### src/rtl/irq_arb_pkg.sv
package irq_arb_pkg;
    localparam int LVL_W = 4;
    localparam int GRP_W = 2;
    localparam int KEY_W = LVL_W + GRP_W;
    localparam int CFG_W = 8;

    // Packed order fixes the software layout: pend[7] en[6] lvl[5:2] grp[1:0]
    typedef struct packed {
        logic             pend;
        logic             en;
        logic [LVL_W-1:0] lvl;
        logic [GRP_W-1:0] grp;
    } src_cfg_t;
endpackage

### src/rtl/irq_src_bank.sv
module irq_src_bank
    import irq_arb_pkg::*;
#(
    parameter int NSRC  = 32,
    parameter int IDX_W = $clog2(NSRC)
) (
    input  logic                  clk_i,
    input  logic                  rst_ni,
    input  logic [NSRC-1:0]       evt_i,
    input  logic                  we_i,
    input  logic [IDX_W-1:0]      widx_i,
    input  src_cfg_t              wcfg_i,
    input  logic                  svc_i,
    input  logic [IDX_W-1:0]      svc_idx_i,
    output src_cfg_t [NSRC-1:0]   cfg_o
);
    for (genvar i = 0; i < NSRC; i++) begin : g_src
        src_cfg_t cfg_d, cfg_q;

        always_comb begin
            cfg_d = cfg_q;
            if (we_i && widx_i == IDX_W'(i)) cfg_d = wcfg_i;
            if (svc_i && svc_idx_i == IDX_W'(i)) cfg_d.pend = 1'b0;
            if (evt_i[i]) cfg_d.pend = 1'b1;
        end

        always_ff @(posedge clk_i or negedge rst_ni) begin
            if (!rst_ni) cfg_q <= '0;
            else         cfg_q <= cfg_d;
        end

        assign cfg_o[i] = cfg_q;
    end
endmodule

### src/rtl/irq_pick.sv
module irq_pick
    import irq_arb_pkg::*;
#(
    parameter int NSRC  = 32,
    parameter int IDX_W = $clog2(NSRC)
) (
    input  src_cfg_t [NSRC-1:0] cfg_i,
    input  logic                gie_i,
    output logic                cand_vld_o,
    output logic [IDX_W-1:0]    cand_idx_o,
    output logic [LVL_W-1:0]    cand_lvl_o,
    output logic [GRP_W-1:0]    cand_grp_o
);
    localparam int LEAVES = 1 << IDX_W;

    typedef struct packed {
        logic             vld;
        logic [KEY_W-1:0] key;
        logic [IDX_W-1:0] idx;
    } node_t;

    // Left operand always covers the lower indices: it keeps ties.
    function automatic node_t merge(node_t lo, node_t hi);
        if (hi.vld && (!lo.vld || hi.key > lo.key)) return hi;
        return lo;
    endfunction

    for (genvar s = 0; s <= IDX_W; s++) begin : g_stage
        localparam int N = LEAVES >> s;
        node_t nodes [N];
        if (s == 0) begin : g_leaf
            for (genvar i = 0; i < N; i++) begin : g_l
                if (i < NSRC) begin : g_real
                    assign nodes[i].vld = gie_i & cfg_i[i].pend & cfg_i[i].en
                                          & (cfg_i[i].lvl != '0);
                    assign nodes[i].key = {cfg_i[i].lvl, cfg_i[i].grp};
                    assign nodes[i].idx = IDX_W'(i);
                end else begin : g_pad
                    assign nodes[i] = '0;
                end
            end
        end else begin : g_node
            for (genvar j = 0; j < N; j++) begin : g_m
                assign nodes[j] = merge(g_stage[s-1].nodes[2*j], g_stage[s-1].nodes[2*j+1]);
            end
        end
    end

    assign cand_vld_o = g_stage[IDX_W].nodes[0].vld;
    assign cand_idx_o = g_stage[IDX_W].nodes[0].idx;
    assign cand_lvl_o = g_stage[IDX_W].nodes[0].key[KEY_W-1:GRP_W];
    assign cand_grp_o = g_stage[IDX_W].nodes[0].key[GRP_W-1:0];
endmodule

### src/rtl/irq_grant_ctl.sv
module irq_grant_ctl
    import irq_arb_pkg::*;
#(
    parameter int IDX_W = 5
) (
    input  logic             clk_i,
    input  logic             rst_ni,
    input  logic             cand_vld_i,
    input  logic [IDX_W-1:0] cand_idx_i,
    input  logic [LVL_W-1:0] cand_lvl_i,
    input  logic [GRP_W-1:0] cand_grp_i,
    input  logic [LVL_W-1:0] cpu_lvl_i,
    output logic             win_vld_o,
    output logic [IDX_W-1:0] win_idx_o,
    output logic [LVL_W-1:0] win_lvl_o,
    output logic [GRP_W-1:0] win_grp_o,
    output logic             gnt_o
);
    typedef struct packed {
        logic             vld;
        logic [IDX_W-1:0] idx;
        logic [LVL_W-1:0] lvl;
        logic [GRP_W-1:0] grp;
        logic             gnt;
        logic             armed;
        logic [LVL_W-1:0] snap;
    } st_t;

    st_t st_d, st_q;

    always_comb begin
        logic eligible;
        logic rearm;
        eligible    = cand_vld_i && (cand_lvl_i > cpu_lvl_i);
        rearm       = st_q.armed || (cpu_lvl_i != st_q.snap);
        st_d        = st_q;
        st_d.vld    = eligible;
        st_d.idx    = eligible ? cand_idx_i : '0;
        st_d.lvl    = eligible ? cand_lvl_i : '0;
        st_d.grp    = eligible ? cand_grp_i : '0;
        st_d.gnt    = eligible && rearm;
        st_d.armed  = st_d.gnt ? 1'b0 : (rearm || !eligible);
        st_d.snap   = st_d.gnt ? cpu_lvl_i : st_q.snap;
    end

    always_ff @(posedge clk_i or negedge rst_ni) begin
        if (!rst_ni) begin
            st_q       <= '0;
            st_q.armed <= 1'b1;
        end else begin
            st_q <= st_d;
        end
    end

    assign win_vld_o = st_q.vld;
    assign win_idx_o = st_q.idx;
    assign win_lvl_o = st_q.lvl;
    assign win_grp_o = st_q.grp;
    assign gnt_o     = st_q.gnt;
endmodule

### src/rtl/irq_arbiter.sv
module irq_arbiter
    import irq_arb_pkg::*;
#(
    parameter int NSRC  = 32,
    parameter int IDX_W = $clog2(NSRC)
) (
    input  logic             clk_i,
    input  logic             rst_ni,
    input  logic [NSRC-1:0]  evt_i,
    input  logic             cfg_we_i,
    input  logic [IDX_W-1:0] cfg_idx_i,
    input  logic [7:0]       cfg_data_i,
    input  logic             gie_i,
    input  logic [3:0]       cpu_lvl_i,
    input  logic             svc_i,
    input  logic [IDX_W-1:0] svc_idx_i,
    output logic             win_vld_o,
    output logic [IDX_W-1:0] win_idx_o,
    output logic [3:0]       win_lvl_o,
    output logic [1:0]       win_grp_o,
    output logic             gnt_o
);
    src_cfg_t [NSRC-1:0] cfg;
    logic [NSRC-1:0]     pend_vec;
    logic                cand_vld;
    logic [IDX_W-1:0]    cand_idx;
    logic [LVL_W-1:0]    cand_lvl;
    logic [GRP_W-1:0]    cand_grp;

    irq_src_bank #(.NSRC(NSRC), .IDX_W(IDX_W)) u_bank (
        .clk_i     (clk_i),
        .rst_ni    (rst_ni),
        .evt_i     (evt_i),
        .we_i      (cfg_we_i),
        .widx_i    (cfg_idx_i),
        .wcfg_i    (src_cfg_t'(cfg_data_i)),
        .svc_i     (svc_i),
        .svc_idx_i (svc_idx_i),
        .cfg_o     (cfg)
    );

    for (genvar i = 0; i < NSRC; i++) begin : g_pv
        assign pend_vec[i] = cfg[i].pend;
    end

    irq_pick #(.NSRC(NSRC), .IDX_W(IDX_W)) u_pick (
        .cfg_i      (cfg),
        .gie_i      (gie_i),
        .cand_vld_o (cand_vld),
        .cand_idx_o (cand_idx),
        .cand_lvl_o (cand_lvl),
        .cand_grp_o (cand_grp)
    );

    irq_grant_ctl #(.IDX_W(IDX_W)) u_gnt (
        .clk_i      (clk_i),
        .rst_ni     (rst_ni),
        .cand_vld_i (cand_vld),
        .cand_idx_i (cand_idx),
        .cand_lvl_i (cand_lvl),
        .cand_grp_i (cand_grp),
        .cpu_lvl_i  (cpu_lvl_i),
        .win_vld_o  (win_vld_o),
        .win_idx_o  (win_idx_o),
        .win_lvl_o  (win_lvl_o),
        .win_grp_o  (win_grp_o),
        .gnt_o      (gnt_o)
    );
endmodule

### config.mk
export PLATFORM = sky130hd
export DESIGN_NAME = irq_arbiter
export DESIGN_NICKNAME = d
export VERILOG_FILES = /design/src/rtl/irq_arb_pkg.sv /design/src/rtl/irq_src_bank.sv /design/src/rtl/irq_pick.sv /design/src/rtl/irq_grant_ctl.sv /design/src/rtl/irq_arbiter.sv
export SDC_FILE = /design/constraint.sdc
export NUM_CORES = 1
export LEC_CHECK = 0
export CORE_MARGIN = 4
export CORE_UTILIZATION = 26
export CTS_BUF_LIST = sky130_fd_sc_hd__clkbuf_16
export DETAILED_ROUTE_END_ITERATION = 8
export PLACE_DENSITY = 0.41
export SYNTH_ARGS = -nofsm -noshare
export SYNTH_HDL_FRONTEND = slang
export SYNTH_SLANG_ARGS = --single-unit
### constraint.sdc
create_clock -name clk_i -period 11.1 [get_ports clk_i]
set_input_delay 2.775 -clock clk_i [delete_from_list [all_inputs] [get_ports clk_i]]
set_output_delay 2.775 -clock clk_i [all_outputs]
set_load 0.005 [all_outputs]
# Yosys cells after proc, flatten, opt, wreduce, memory -nomap -nowiden
# Index checks and enable logic that the tools add are counted.
# classes
n_mux	193
n_lt_le_gt_ge	32
n_eq_ne	63
n_reduce_logical	228
n_bitwise	96
# op_table
operator	n
$mux 12	62
$mux 8	32
$gt 6x6->1	31
$eq 5x5->1 const B	32
$reduce_bool 4->1	32
$logic_and 1x1->1	97
$and 1x1->1	96
$mux 1	96
$reduce_bool 3->1	32
$eq 5x4->1 const B	16
$eq 5x3->1 const B	8
$logic_or 1x1->1	33
$logic_not 1->1	32
$eq 5x2->1 const B	4
$eq 5x1->1 const B	2
$logic_not 5->1	2
$mux 5	1
$gt 4x4->1	1
$mux 4	1
$ne 4x4->1	1
$mux 2	1
# word_totals
ff_bits	274

# Longest topological paths before layout
# logic_depth
word_depth	33
depth_mapped	54
depth_no_buf	50

# By module
# A second synthesis with hierarchy kept.
# hier_totals
cells_unflattened	2022
hier_area_um2	20443.4
# modules_own_cells
module	cells_each	area_per_inst_um2	n_inst
irq_src_bank	701	10503.8	1
irq_pick	1254	9100.0	1
irq_grant_ctl	67	839.6	1

# Least setup slack after synthesis
# OpenSTA, ideal clock, no wires.
# synth_timing
kind	in2reg
start	in gie_i
end	reg u_gnt.st_q (netlist bit u_gnt.win_grp_o[0])
setup_ns	0.140
t_arrival_ns	11.461
path_stages	48
setup_slack_ns	-0.501
n_path_buf	6
cell_sequence	buf_6 -> buf_6 -> nand3_1 -> or4_1 -> buf_6 -> mux2_4 -> ha_1 -> nor2b_1 -> o21a_1 -> o21ai_0 -> a21boi_0 -> o21a_1 -> buf_4 -> mux2i_4 -> ha_1 -> a21o_1 -> a21oi_1 -> o221ai_1 -> [12 not listed] -> o221ai_1 -> inv_1 -> ha_1 -> nor2b_1 -> o21ai_0 -> a21oi_1 -> a2111oi_0 -> o21ai_2 -> nand2_2 -> mux2i_1 -> ha_1 -> nor2b_1 -> o21a_1 -> o21a_1 -> o221ai_2 -> nand2b_1 -> or2_2 -> o221ai_1
# synth_rtl
item	line	rtl
start, declared	irq_arbiter.sv:13	input logic gie_i,
end signal, assigned	irq_grant_ctl.sv:51	st_q <= st_d;
end, declared	irq_grant_ctl.sv:29	st_t st_d, st_q;

==> results.sh <==
export IMPL_synth_most_common_cell="dfrtp_1"
export IMPL_cap_violations=0
export IMPL_outcome="finished clean"
export IMPL_synth_edff_count=0
export IMPL_synthTopCellsByArea="dfrtp_1 36%, mux2_2 13%, ha_1 12%"
export IMPL_cp_start_kind="input pin"
export IMPL_syn_nets=2162
export IMPL_drtIter0Drc=812
export IMPL_slowest_stage="o32a_1"
export IMPL_antenna_left=0
export IMPL_synth_top_flop_cell="dfrtp_1"
export IMPL_die_height_um=280
export IMPL_drc_errors=0
export IMPL_track_usage_pct=16.3
export IMPL_die_area_sq_mm=0.0781
export IMPL_fin_crit_sh_pct=98.8
export IMPL_routed_wl_um=65300
export IMPL_crit_family="compound AO/OA/AOI/OAI gates"
export IMPL_yosysUniqueCellTypes=105
export IMPL_avgViaCountPerCell=4.87
export IMPL_crit_path_max_fanout=8
export IMPL_synth_common_cells="273 x dfrtp_1, 219 x mux2_2, 190 x ha_1"
export IMPL_ir_drop_uv=202
export IMPL_cts_tree="done"
export IMPL_r2r_end="u_gnt.win_grp_o[1]"
export IMPL_core_area_sq_mm=0.0731
export IMPL_syn_to_final_growth_pct=35.1
export IMPL_yosysTopAreaCell="dfrtp_1"
export IMPL_wl_per_cell_um=19.8
export IMPL_initial_utilization_pct=26.2
export IMPL_ctsRootBufferMaster="clkbuf_16"
export IMPL_post_dp_hpwl_um=48200
export IMPL_critPathLaunch="gie_i"
export IMPL_clock_path_buffers=3
export IMPL_path_depth=50
export IMPL_synth_seq_area_share_pct=35.8
export IMPL_p_leak_nw=11.9
export IMPL_powerDensity_mw_per_mm2=252
export IMPL_dpl_cell_count=3175
export IMPL_gp_congestion=0.848
export IMPL_drive_gt1_share_pct=37.9
export IMPL_ys_ff_latch=274
export IMPL_cts_hold_buffers=0
export IMPL_ios=72
export IMPL_async_flop_share_pct=100
export IMPL_power_w=0.00653
export IMPL_worstPathArrival_ps=11380
export IMPL_crit_buf_inv=9
export IMPL_first_pass_iters=5
export IMPL_grt_overflow=0
export IMPL_rr_worst_depth=49
export IMPL_maxSlewViolCount=0
export IMPL_synth_area_sq_mm=0.0192
export IMPL_r2r_start="u_bank.cfg_o[245]"
export IMPL_placementRows=99
export IMPL_skew_ps=17.4
export IMPL_slew_headroom_pct=24.0
export IMPL_worst_slew_pin_slew_ps=1130
export IMPL_fin_crit_ps=10960
export IMPL_rsz0062_at_grt="yes"
export IMPL_synth_top_area_share_pct=35.6
export IMPL_syn_inst=1913
export IMPL_holdWs_ps=495
export IMPL_setup_tns_ps=0
export IMPL_yosys_warnings=0
export IMPL_fin_nets=2555
export IMPL_grt_pass1_wl_um=99100
export IMPL_clock_latency_ps=560
export IMPL_syn_avg_cell_area_sq_um=10.0
export IMPL_vias=16000
export IMPL_die_w_um=280
export IMPL_crit_end="u_gnt.win_grp_o[1]"
export IMPL_end_kind="flop"
export IMPL_fin_cells=3293
export IMPL_crit_type="input pin to flop"
export IMPL_rrSetupSlack_ps=1570
export IMPL_fmax_mhz=91.2
export IMPL_cts_clk_slew_worst_paths_ps=60
export IMPL_finalHoldViolations=0
export IMPL_hold_path_class="flop to flop"
export IMPL_cts_buffers=37
export IMPL_grt_max_degree=144
export IMPL_antenna_found_initial=2
export IMPL_setup_viol=0
export IMPL_portBuffers=71
export IMPL_cts_sinks=274
export IMPL_htreeDepth=2
export IMPL_worstPathRequired_ps=11520
export IMPL_cpPeakStageDelay_ps=360
export IMPL_grt_pass1_vias=16500
## stage by stage
step	util, %	worst slack, ps	cell area [sq um]
after floorplan	-	16.5	19200
after global placement	31.7	-884	23200
after detailed placement	31.7	-1040	23200
after CTS	33.4	1.58	24400
after global routing	35.4	-230	25900
final	35.4	138	25900
## final cells by class
class,instances,area (sq um)
sequential,274,6860
multi-input combinational,1378,12400
inverter,183,687
antenna,2,5.00
fill,7370,47200
timing repair buffer,432,3610
clock buffer,38,951
tap,959,1200
clock inverter,27,169
## registers in the layout, summed over array words and instances, names as in the netlist
name and count:
u_gnt.win_vld_o 1, u_bank.cfg_o 256, u_gnt.win_grp_o 2, u_gnt.st_q 5, u_gnt.gnt_o 1, u_gnt.win_idx_o 5
u_gnt.win_lvl_o 4
## cell usage in the layout, fill, tap and decap left out, drive strengths merged, types with 8 or more instances in the layout
| cell type | count |
|---|---|
| clkdlybuf4s50 | 68 |
| or2 | 12 |
| o22ai | 22 |
| o221ai | 8 |
| nand2 | 130 |
| a22oi | 10 |
| o21a | 13 |
| a211oi | 15 |
| clkinv | 18 |
| mux2i | 97 |
| nand4 | 36 |
| nor2b | 28 |
| buf | 363 |
| ha | 190 |
| nor2 | 114 |
| mux2 | 223 |
| o21ai | 97 |
| nand2b | 17 |
| a22o | 28 |
| clkbuf | 39 |
| a21o | 16 |
| o21bai | 40 |
| nor3 | 13 |
| nor4 | 27 |
| inv | 188 |
| nand3 | 56 |
| and3 | 10 |
| dfrtp | 273 |
| a21oi | 68 |
## layer usage
metal / GRT usage (%) / wire (um) / share of wire [%]
met1: 21.0 / 29300 / 45
met2: 27.9 / 31400 / 48
met4: 5.54 / 2250 / 3.4
met3: 2.68 / 2410 / 3.7
met5: 0 / 0 / 0
## what timing repair did
action / in CTS / in global routing
endpoints found under the setup margin: 18 / 18
gates cloned: 0 / 2
resized for setup: 31 / 210
setup buffers: 6 / 43
pin swaps: 5 / 92
## cells by family (layout without fill, tap and decap cells)
kind of cell,after synthesis,count (layout),share of synthesized area (%)
buffers and inverters,262,680,5.66
flip-flops,274,274,35.8
multiplexers,320,320,18.7
AND/OR/NAND/NOR,470,470,12.5
adder cells (fa/ha/maj),190,190,12.4
other,0,2,0
AO/OA/AOI/OAI,393,394,14.8
XOR/XNOR,4,4,0.183
## where the power goes
| part | switching [W] | internal, W | leakage, nW |
|---|---|---|---|
| Sequential | 0.000176 | 0.00121 | 3.32 |
| Combinational | 0.00191 | 0.00212 | 8.02 |
| Clock | 0.000474 | 0.000644 | 0.569 |
| Total | 0.00256 | 0.00397 | 11.9 |
## how the worst min path moves through the flow
| stage | start | end | slack, ps | cells past startpoint |
|---|---|---|---|---|
| after CTS | u_gnt.st_q[0] | u_gnt.st_q[0] | 500 | 2 |
| final | u_gnt.st_q[0] | u_gnt.st_q[0] | 490 | 2 |
| after global placement | u_gnt.st_q[0] | u_gnt.st_q[0] | 480 | 2 |
| after detailed placement | u_gnt.st_q[0] | u_gnt.st_q[0] | 480 | 2 |
| after floorplan | u_gnt.st_q[0] | u_gnt.st_q[0] | 470 | 2 |
| after global routing | u_gnt.st_q[0] | u_gnt.st_q[0] | 510 | 2 |
## worst min-delay path: cells and delay by family, from the launching register on
family / cells / cell delay, ps
DFF: 1 / 360
and+or+nand+nor: 2 / 100
Note: power is estimated with default switching activity, not from simulation.
